[config.mk]
export PLATFORM = sky130hd
export DESIGN_NAME = gpio_banks
export DESIGN_NICKNAME = d
export VERILOG_FILES = /design/src/rtl/gpio_banks_pkg.sv /design/src/rtl/gpio_pinbank.sv /design/src/rtl/gpio_regctl.sv /design/src/rtl/gpio_banks.sv
export SDC_FILE = /design/constraint.sdc
export NUM_CORES = 2
export LEC_CHECK = 0
export ABC_AREA = 1
export BUFFER_PORTS_ARGS = -buffer_cell sky130_fd_sc_hd__buf_2
export CELL_PAD_IN_SITES_DETAIL_PLACEMENT = 1
export CELL_PAD_IN_SITES_GLOBAL_PLACEMENT = 1
export CORE_MARGIN = 4
export CORE_UTILIZATION = 44
export CTS_CLUSTER_DIAMETER = 200
export DETAILED_ROUTE_END_ITERATION = 8
export GPL_TIMING_DRIVEN = 0
export PLACE_DENSITY_LB_ADDON = 0.1
export SYNTH_ARGS = -nofsm -noshare
export SYNTH_HDL_FRONTEND = slang
export SYNTH_SLANG_ARGS = --single-unit
[constraint.sdc]
create_clock -name clk -period 1.8 [get_ports clk]
set_input_delay 0.18 -clock clk [delete_from_list [all_inputs] [get_ports clk]]
set_output_delay 0.18 -clock clk [all_outputs]
set_load 0.05 [all_outputs]
[src/rtl/gpio_banks_pkg.sv]
package gpio_banks_pkg;

  typedef enum logic [3:0] {
    RegStatus, RegCause, RegRiseEn, RegFallEn, RegLevel,
    RegDir, RegPol, RegSet, RegClr, RegTog
  } regSel_e;

  localparam int NUM_REGS   = 10;
  localparam int REG_STRIDE = 4;
  localparam int SPLIT_IDX  = 4;    // bank 0 jumps after its interrupt group
  localparam int SPLIT_BASE = 32;   // where bank 0's pin group starts
  localparam int BANK1_BASE = 56;   // first fully packed bank
  localparam int BANK_SPAN  = NUM_REGS * REG_STRIDE;

  function automatic int regOffset(input int bank, input int idx);
    if (bank == 0)
      return (idx < SPLIT_IDX) ? idx * REG_STRIDE
                               : SPLIT_BASE + (idx - SPLIT_IDX) * REG_STRIDE;
    return BANK1_BASE + (bank - 1) * BANK_SPAN + idx * REG_STRIDE;
  endfunction

  typedef struct packed {
    logic clrStatus;
    logic wrRise;
    logic wrFall;
    logic wrLatch;
    logic wrDir;
    logic wrPol;
    logic setOut;
    logic clrOut;
    logic togOut;
  } bankStrobe_t;

endpackage

[src/rtl/gpio_pinbank.sv]
module gpio_pinbank
  import gpio_banks_pkg::*;
#(
  parameter int BANK_WIDTH = 32,
  parameter int DATA_W     = 32
) (
  input  logic                  clk,
  input  logic                  rstN,
  input  bankStrobe_t           stb,
  input  logic [DATA_W-1:0]     wrData,
  input  logic [BANK_WIDTH-1:0] pinIn,
  output logic [BANK_WIDTH-1:0] pinOut,
  output logic [BANK_WIDTH-1:0] pinOe,
  output logic [BANK_WIDTH-1:0] status,
  output logic [BANK_WIDTH-1:0] cause,
  output logic [BANK_WIDTH-1:0] riseEn,
  output logic [BANK_WIDTH-1:0] fallEn,
  output logic [BANK_WIDTH-1:0] level,
  output logic [BANK_WIDTH-1:0] pol
);

  logic [BANK_WIDTH-1:0] wrBits;
  logic [BANK_WIDTH-1:0] syncA, syncB, prevLevel;
  logic [BANK_WIDTH-1:0] outLatch, dirReg, polReg, riseReg, fallReg;
  logic [BANK_WIDTH-1:0] statusReg, causeReg;
  logic [BANK_WIDTH-1:0] rise, fall, hit;

  assign wrBits = wrData[BANK_WIDTH-1:0];
  assign level  = syncB ^ polReg;
  assign rise   = level & ~prevLevel;
  assign fall   = ~level & prevLevel;
  assign hit    = (rise & riseReg) | (fall & fallReg);

  // input path: two-flop synchronizer, then the edge history
  always_ff @(posedge clk or negedge rstN) begin
    if (!rstN) begin
      syncA     <= '0;
      syncB     <= '0;
      prevLevel <= '0;
    end else begin
      syncA     <= pinIn;
      syncB     <= syncA;
      prevLevel <= level;
    end
  end

  // configuration registers
  always_ff @(posedge clk or negedge rstN) begin
    if (!rstN) begin
      dirReg  <= '0;
      polReg  <= '0;
      riseReg <= '0;
      fallReg <= '0;
    end else begin
      if (stb.wrDir)  dirReg  <= wrBits;
      if (stb.wrPol)  polReg  <= wrBits;
      if (stb.wrRise) riseReg <= wrBits;
      if (stb.wrFall) fallReg <= wrBits;
    end
  end

  // output latch with write-one modifiers
  always_ff @(posedge clk or negedge rstN) begin
    if (!rstN)             outLatch <= '0;
    else if (stb.wrLatch)  outLatch <= wrBits;
    else if (stb.setOut)   outLatch <= outLatch | wrBits;
    else if (stb.clrOut)   outLatch <= outLatch & ~wrBits;
    else if (stb.togOut)   outLatch <= outLatch ^ wrBits;
  end

  // interrupt status: new edges beat a same-cycle clear
  always_ff @(posedge clk or negedge rstN) begin
    if (!rstN) begin
      statusReg <= '0;
      causeReg  <= '0;
    end else begin
      statusReg <= (statusReg & ~(stb.clrStatus ? wrBits : '0)) | hit;
      causeReg  <= (causeReg & ~hit) | (rise & hit);
    end
  end

  assign pinOut = outLatch;
  assign pinOe  = dirReg;
  assign status = statusReg;
  assign cause  = causeReg;
  assign riseEn = riseReg;
  assign fallEn = fallReg;
  assign pol    = polReg;

  assert_set_R3: assert property (@(posedge clk) disable iff (!rstN)
    stb.setOut |=> ((outLatch & $past(wrBits)) == $past(wrBits)));

  assert_clear_R3: assert property (@(posedge clk) disable iff (!rstN)
    stb.clrOut |=> ((outLatch & $past(wrBits)) == '0));

  assert_toggle_R4: assert property (@(posedge clk) disable iff (!rstN)
    stb.togOut |=> (outLatch == ($past(outLatch) ^ $past(wrBits))));

  assert_edge_wins_R7: assert property (@(posedge clk) disable iff (!rstN)
    (|hit) |=> ((statusReg & $past(hit)) == $past(hit)));

  assert_status_hold_R7: assert property (@(posedge clk) disable iff (!rstN)
    (!(|hit) && !stb.clrStatus) |=> $stable(statusReg));

endmodule

[src/rtl/gpio_regctl.sv]
module gpio_regctl
  import gpio_banks_pkg::*;
#(
  parameter int NUM_BANKS  = 3,
  parameter int BANK_WIDTH = 32,
  parameter int DATA_W     = 32,
  parameter int ADDR_W     = 8
) (
  input  logic                            clk,
  input  logic                            rstN,
  input  logic [ADDR_W-1:0]               addr,
  input  logic                            wrEn,
  input  logic                            rdEn,
  output logic [DATA_W-1:0]               rdData,
  output bankStrobe_t [NUM_BANKS-1:0]     strobes,
  input  logic [NUM_BANKS*BANK_WIDTH-1:0] status,
  input  logic [NUM_BANKS*BANK_WIDTH-1:0] cause,
  input  logic [NUM_BANKS*BANK_WIDTH-1:0] riseEn,
  input  logic [NUM_BANKS*BANK_WIDTH-1:0] fallEn,
  input  logic [NUM_BANKS*BANK_WIDTH-1:0] level,
  input  logic [NUM_BANKS*BANK_WIDTH-1:0] dir,
  input  logic [NUM_BANKS*BANK_WIDTH-1:0] pol
);

  localparam int STB_W = NUM_BANKS * $bits(bankStrobe_t);

  logic [DATA_W-1:0] rdNext;
  logic [STB_W-1:0]  flatStb;

  always_comb begin
    strobes = '0;
    for (int b = 0; b < NUM_BANKS; b++) begin
      for (int i = 0; i < NUM_REGS; i++) begin
        if (wrEn && addr == ADDR_W'(regOffset(b, i))) begin
          case (regSel_e'(i))
            RegStatus: strobes[b].clrStatus = 1'b1;
            RegRiseEn: strobes[b].wrRise    = 1'b1;
            RegFallEn: strobes[b].wrFall    = 1'b1;
            RegLevel:  strobes[b].wrLatch   = 1'b1;
            RegDir:    strobes[b].wrDir     = 1'b1;
            RegPol:    strobes[b].wrPol     = 1'b1;
            RegSet:    strobes[b].setOut    = 1'b1;
            RegClr:    strobes[b].clrOut    = 1'b1;
            RegTog:    strobes[b].togOut    = 1'b1;
            default:   ;
          endcase
        end
      end
    end
  end

  always_comb begin
    rdNext = '0;
    for (int b = 0; b < NUM_BANKS; b++) begin
      for (int i = 0; i < NUM_REGS; i++) begin
        if (addr == ADDR_W'(regOffset(b, i))) begin
          case (regSel_e'(i))
            RegStatus: rdNext = DATA_W'(status[b*BANK_WIDTH +: BANK_WIDTH]);
            RegCause:  rdNext = DATA_W'(cause[b*BANK_WIDTH +: BANK_WIDTH]);
            RegRiseEn: rdNext = DATA_W'(riseEn[b*BANK_WIDTH +: BANK_WIDTH]);
            RegFallEn: rdNext = DATA_W'(fallEn[b*BANK_WIDTH +: BANK_WIDTH]);
            RegLevel:  rdNext = DATA_W'(level[b*BANK_WIDTH +: BANK_WIDTH]);
            RegDir:    rdNext = DATA_W'(dir[b*BANK_WIDTH +: BANK_WIDTH]);
            RegPol:    rdNext = DATA_W'(pol[b*BANK_WIDTH +: BANK_WIDTH]);
            default:   rdNext = '0;
          endcase
        end
      end
    end
  end

  always_ff @(posedge clk or negedge rstN) begin
    if (!rstN)     rdData <= '0;
    else if (rdEn) rdData <= rdNext;
  end

  assign flatStb = strobes;

  assert_one_target_R9: assert property (@(posedge clk) disable iff (!rstN)
    $onehot0(flatStb));

  assert_wo_reads_zero_R10: assert property (@(posedge clk) disable iff (!rstN)
    (rdEn && (addr == ADDR_W'(regOffset(0, int'(RegSet))) ||
              addr == ADDR_W'(regOffset(0, int'(RegClr))) ||
              addr == ADDR_W'(regOffset(0, int'(RegTog)))))
    |=> (rdData == '0));

endmodule

[src/rtl/gpio_banks.sv]
module gpio_banks
  import gpio_banks_pkg::*;
#(
  parameter int NUM_BANKS  = 3,
  parameter int BANK_WIDTH = 32,
  parameter int DATA_W     = 32,
  parameter int ADDR_W     = 8
) (
  input  logic                            clk,
  input  logic                            rstN,
  input  logic [ADDR_W-1:0]               addr,
  input  logic [DATA_W-1:0]               wrData,
  input  logic                            wrEn,
  input  logic                            rdEn,
  output logic [DATA_W-1:0]               rdData,
  input  logic [NUM_BANKS*BANK_WIDTH-1:0] pinIn,
  output logic [NUM_BANKS*BANK_WIDTH-1:0] pinOut,
  output logic [NUM_BANKS*BANK_WIDTH-1:0] pinOe,
  output logic                            irq
);

  localparam int PINS = NUM_BANKS * BANK_WIDTH;

  bankStrobe_t [NUM_BANKS-1:0] strobes;
  logic [PINS-1:0] statusAll, causeAll, riseAll, fallAll, levelAll, polAll;

  gpio_regctl #(
    .NUM_BANKS(NUM_BANKS), .BANK_WIDTH(BANK_WIDTH),
    .DATA_W(DATA_W), .ADDR_W(ADDR_W)
  ) ctrl (
    .clk(clk), .rstN(rstN), .addr(addr), .wrEn(wrEn), .rdEn(rdEn),
    .rdData(rdData), .strobes(strobes),
    .status(statusAll), .cause(causeAll), .riseEn(riseAll),
    .fallEn(fallAll), .level(levelAll), .dir(pinOe), .pol(polAll)
  );

  for (genvar b = 0; b < NUM_BANKS; b++) begin : g_bank
    gpio_pinbank #(.BANK_WIDTH(BANK_WIDTH), .DATA_W(DATA_W)) bank (
      .clk(clk), .rstN(rstN), .stb(strobes[b]), .wrData(wrData),
      .pinIn (pinIn[b*BANK_WIDTH +: BANK_WIDTH]),
      .pinOut(pinOut[b*BANK_WIDTH +: BANK_WIDTH]),
      .pinOe (pinOe[b*BANK_WIDTH +: BANK_WIDTH]),
      .status(statusAll[b*BANK_WIDTH +: BANK_WIDTH]),
      .cause (causeAll[b*BANK_WIDTH +: BANK_WIDTH]),
      .riseEn(riseAll[b*BANK_WIDTH +: BANK_WIDTH]),
      .fallEn(fallAll[b*BANK_WIDTH +: BANK_WIDTH]),
      .level (levelAll[b*BANK_WIDTH +: BANK_WIDTH]),
      .pol   (polAll[b*BANK_WIDTH +: BANK_WIDTH])
    );
  end

  assign irq = |statusAll;

endmodule

==> results.ini <==
[status]
status = finished, violations left
failed_checks = negative hold slack, negative setup slack

[clock_network]
max-clock-path-buffers = 3
clkLatencyLatePin_ns = 0.72
h-tree-depth = 3
cts_buffers = 109
cts_tree = built
clk_pin_slew_ns = 0.06
root_buffer = clkbuf_16
cts_num_sinks = 992

[sta]
post-route-min-period_ns = 2.801
setup_ws_ns = -1.001
finalCritPeriodShare = 1.556
fmax_mhz = 357.0
finalHoldViolCount = 370
tns_ns = -12.07
fin_worst_hold_slack_ns = -0.6179
finClkSkew_ns = 0.02306
drv_slew = 0
worst_slew_pin_slew_ns = 0.9787
setup_viol = 63
rsz0062_at_grt = true
relSlewSlack = 0.3454

[yosys]
yosysTopAreaCell = dfrtp_1
ys_seq_area_frac = 0.5331
syn_avg_cell_area_um2 = 8.589
synth_edf_count = 0
synth-main-ff-cell = dfrtp_1
syn_nets = 5754
syn-instance-count = 5422
synth_seq_cells = 992
synth.distinct_cells = 41
async_flop_share = 1.000
yosysTopAreaCellShare = 0.5331
yosysWarnings = 0
syn_area_um2 = 46570
synth_area_leaders = dfrtp_1, nand2_1, o21ai_0

[route]
drt_pre_antenna_iters = 7
drtIter0Drc = 4713
routed_wl_um = 225100
num_vias = 45443
detail-route-antenna-nets = 0
drc = 0
wl_per_cell_um = 29.12
vias_per_cell = 5.879

[floorplan]
die_h_um = 333.3
core_um2 = 105100
die-area_um2 = 111100
die_w_um = 333.3
ios = 365
rows = 119
start_util = 0.4430

[cells_and_area]
layout-drive-gt1-share = 0.2090
area_growth_pct = 27.04
fin_nets = 6549
final.fill_count = 12384
final_core_util = 0.5628
final_area_um2 = 59160

[setup_path]
reg2reg_from = g_bank[0].bank.syncB[17]
timing.rr.end = ctrl.rdData[17]
cp-start-kind = flip-flop
crit_arrival_ns = 2.62
worstPathRequired_ns = 1.62
r2r_slack_ns = -0.49
criticalPathCategory = flip-flop to output pin
cp-end-kind = output pin
r2r.worst_path.cells = 15
path_max_fanout = 3

[global_routing]
grt_start_max_net_pins = 158
grt_pass1_vias = 46602
track_usage = 0.3947
grt_remaining_overflow = 0
antenna_found_initial = 38
grt_pass1_wl_um = 320200

[placed_design]
dpl_cell_area_um2 = 50580
gp_congestion = 0.9368
port_buffers = 363
dpl.hpwl_um = 152200

[power_and_ir_drop]
p_total_mw = 59.77
leakagePower_nw = 28.56
irDropWorstVdd_v = 0.0009309
power_density_nw_per_um2 = 1010

[job]
drv_cap = 0

[min_path]
hold_class = input pin to asynchronous set/reset pin

Yosys cell counts (8+ instances only):
| library cell | instances |
|---|---|
| o211ai_1 | 16 |
| nor3_1 | 63 |
| buf_2 | 36 |
| nor4_1 | 25 |
| nand3b_1 | 74 |
| o21ai_1 | 19 |
| a22oi_1 | 42 |
| a21oi_1 | 213 |
| mux2_2 | 16 |
| xnor2_1 | 83 |
| or2_0 | 20 |
| nand2_1 | 1480 |
| clkbuf_1 | 220 |
| inv_2 | 14 |
| dfrtp_1 | 992 |
| inv_1 | 555 |
| nor2_1 | 269 |
| nor2_2 | 8 |
| nand3_1 | 250 |
| o22ai_1 | 24 |
| a211oi_1 | 24 |
| ha_1 | 192 |
| o311ai_1 | 10 |
| xor2_1 | 13 |
| o21ai_0 | 585 |
| nand4_1 | 78 |
| or2_2 | 62 |
report_power, final:
| group | leakage, nW | switching, mW | internal, mW | total, mW |
|---|---|---|---|---|
| sequential | 12.0 | 1.56 | 24.2 | 25.7 |
| clock | 1.91 | 10.0 | 14.5 | 24.5 |
| combinational | 14.6 | 6.63 | 2.87 | 9.50 |
| total | 28.6 | 18.2 | 41.5 | 59.8 |
logic make-up after synthesis:
| family | count (synthesis) | share of synthesized area |
|---|---|---|
| flip-flops | 992 | 0.5331 |
| adder cells (fa/ha/maj) | 192 | 0.05159 |
| multiplexers | 24 | 0.005696 |
| AND/OR/NAND/NOR | 2343 | 0.2154 |
| AO/OA/AOI/OAI | 946 | 0.1084 |
| XOR/XNOR | 96 | 0.01806 |
| buffers and inverters | 829 | 0.06779 |
worst max-delay path, stage by stage, from the launching register on:
cell	delay, ns
dfrtp_1	0.46
nor4_4	0.34
nand4_1	0.30
nor4_4	0.47
nand2_2	0.16
buf_6	0.18
per-layer routing:
layer,GRT usage,vias up,part of all wire
li1,-,19133,-
met1,0.5135,23141,0.39
met2,0.5839,2447,0.43
met3,0.1138,712,0.10
met4,0.2429,10,0.072
met5,0,-,0.00030
flip-flops by register name, summed over array words and instances (netlist names), named ones only:
| name | count |
|---|---|
| ctrl.rdData | 32 |
| g_bank.bank.fallEn | 96 |
| g_bank.bank.pinOe | 96 |
| g_bank.bank.pinOut | 96 |
| g_bank.bank.pol | 96 |
| g_bank.bank.prevLevel | 96 |
| g_bank.bank.riseEn | 96 |
| g_bank.bank.status | 96 |
| g_bank.bank.syncA | 96 |
| g_bank.bank.syncB | 96 |
worst max path at each step:
stage	start	endpoint	cells after the start
2_1_floorplan	addr[1]	ctrl.rdData[13]	18
3_3_place_gp	rstN	ctrl.rdData[31]	1
3_5_place_dp	addr[4]	ctrl.rdData[0]	17
4_1_cts	g_bank[1].bank.status[8]	irq	5
5_1_grt	g_bank[0].bank.status[8]	irq	5
6_report	g_bank[0].bank.status[30]	irq	5
layout by cell type (no fill, tap or decap), types with 23 or more instances in the layout:
cell              n
nor2_4           23
buf_2           389
diode_2          27
clkbuf_4         34
clkbuf_16       113
a211oi_1         24
nand4_1          78
clkinvlp_4       24
nand2_2          84
a21oi_1         202
dlygate4sd3_1   147
buf_4           152
nand2_1        1370
or2_2            62
nand2_4          28
ha_1            192
nand3_1         208
xnor2_1          64
nand3b_1         74
nor3_1           60
dfrtp_1         970
o21ai_0         571
inv_1           530
a22oi_1          42
nor2_1          244
nand3_2          36
o22ai_1          24
clkbuf_8         30
clkbuf_1         92
buf_6            24
clkinv_2         24
clkbuf_2         93
layout make-up:
cell class	instances	area, um2	share of cell area
clock buffers	155	3266	0.05520
flip-flops and latches	992	24850	0.4201
plain buffers	259	1409	0.02382
clock inverters	51	641.9	0.01085
multi-input cells	3601	19980	0.3377
diodes	27	67.56	0.001142
inverters	569	2196	0.03712
well taps	1391	1740	0.02942
repair buffers	685	5009	0.08467
through the flow:
step / setup WS (ns) / instances
final: -1.001 / 7730
after floorplan: -0.01399 / 5422
after global routing: -1.032 / 7703
after detailed placement: -2.420 / 7192
after global placement: -21.88 / 7176
after CTS: -1.018 / 7659
repair_timing:
action | 4_1_cts | 5_1_grt
pin swaps | 193 | 180
gates resized for setup | 406 | 272
endpoints found under the hold margin | 526 | 164
hold buffers | 142 | 5
setup buffers | 121 | 47
endpoints found under the setup margin | 577 | 431
Note: power is estimated with default switching activity, not from simulation.
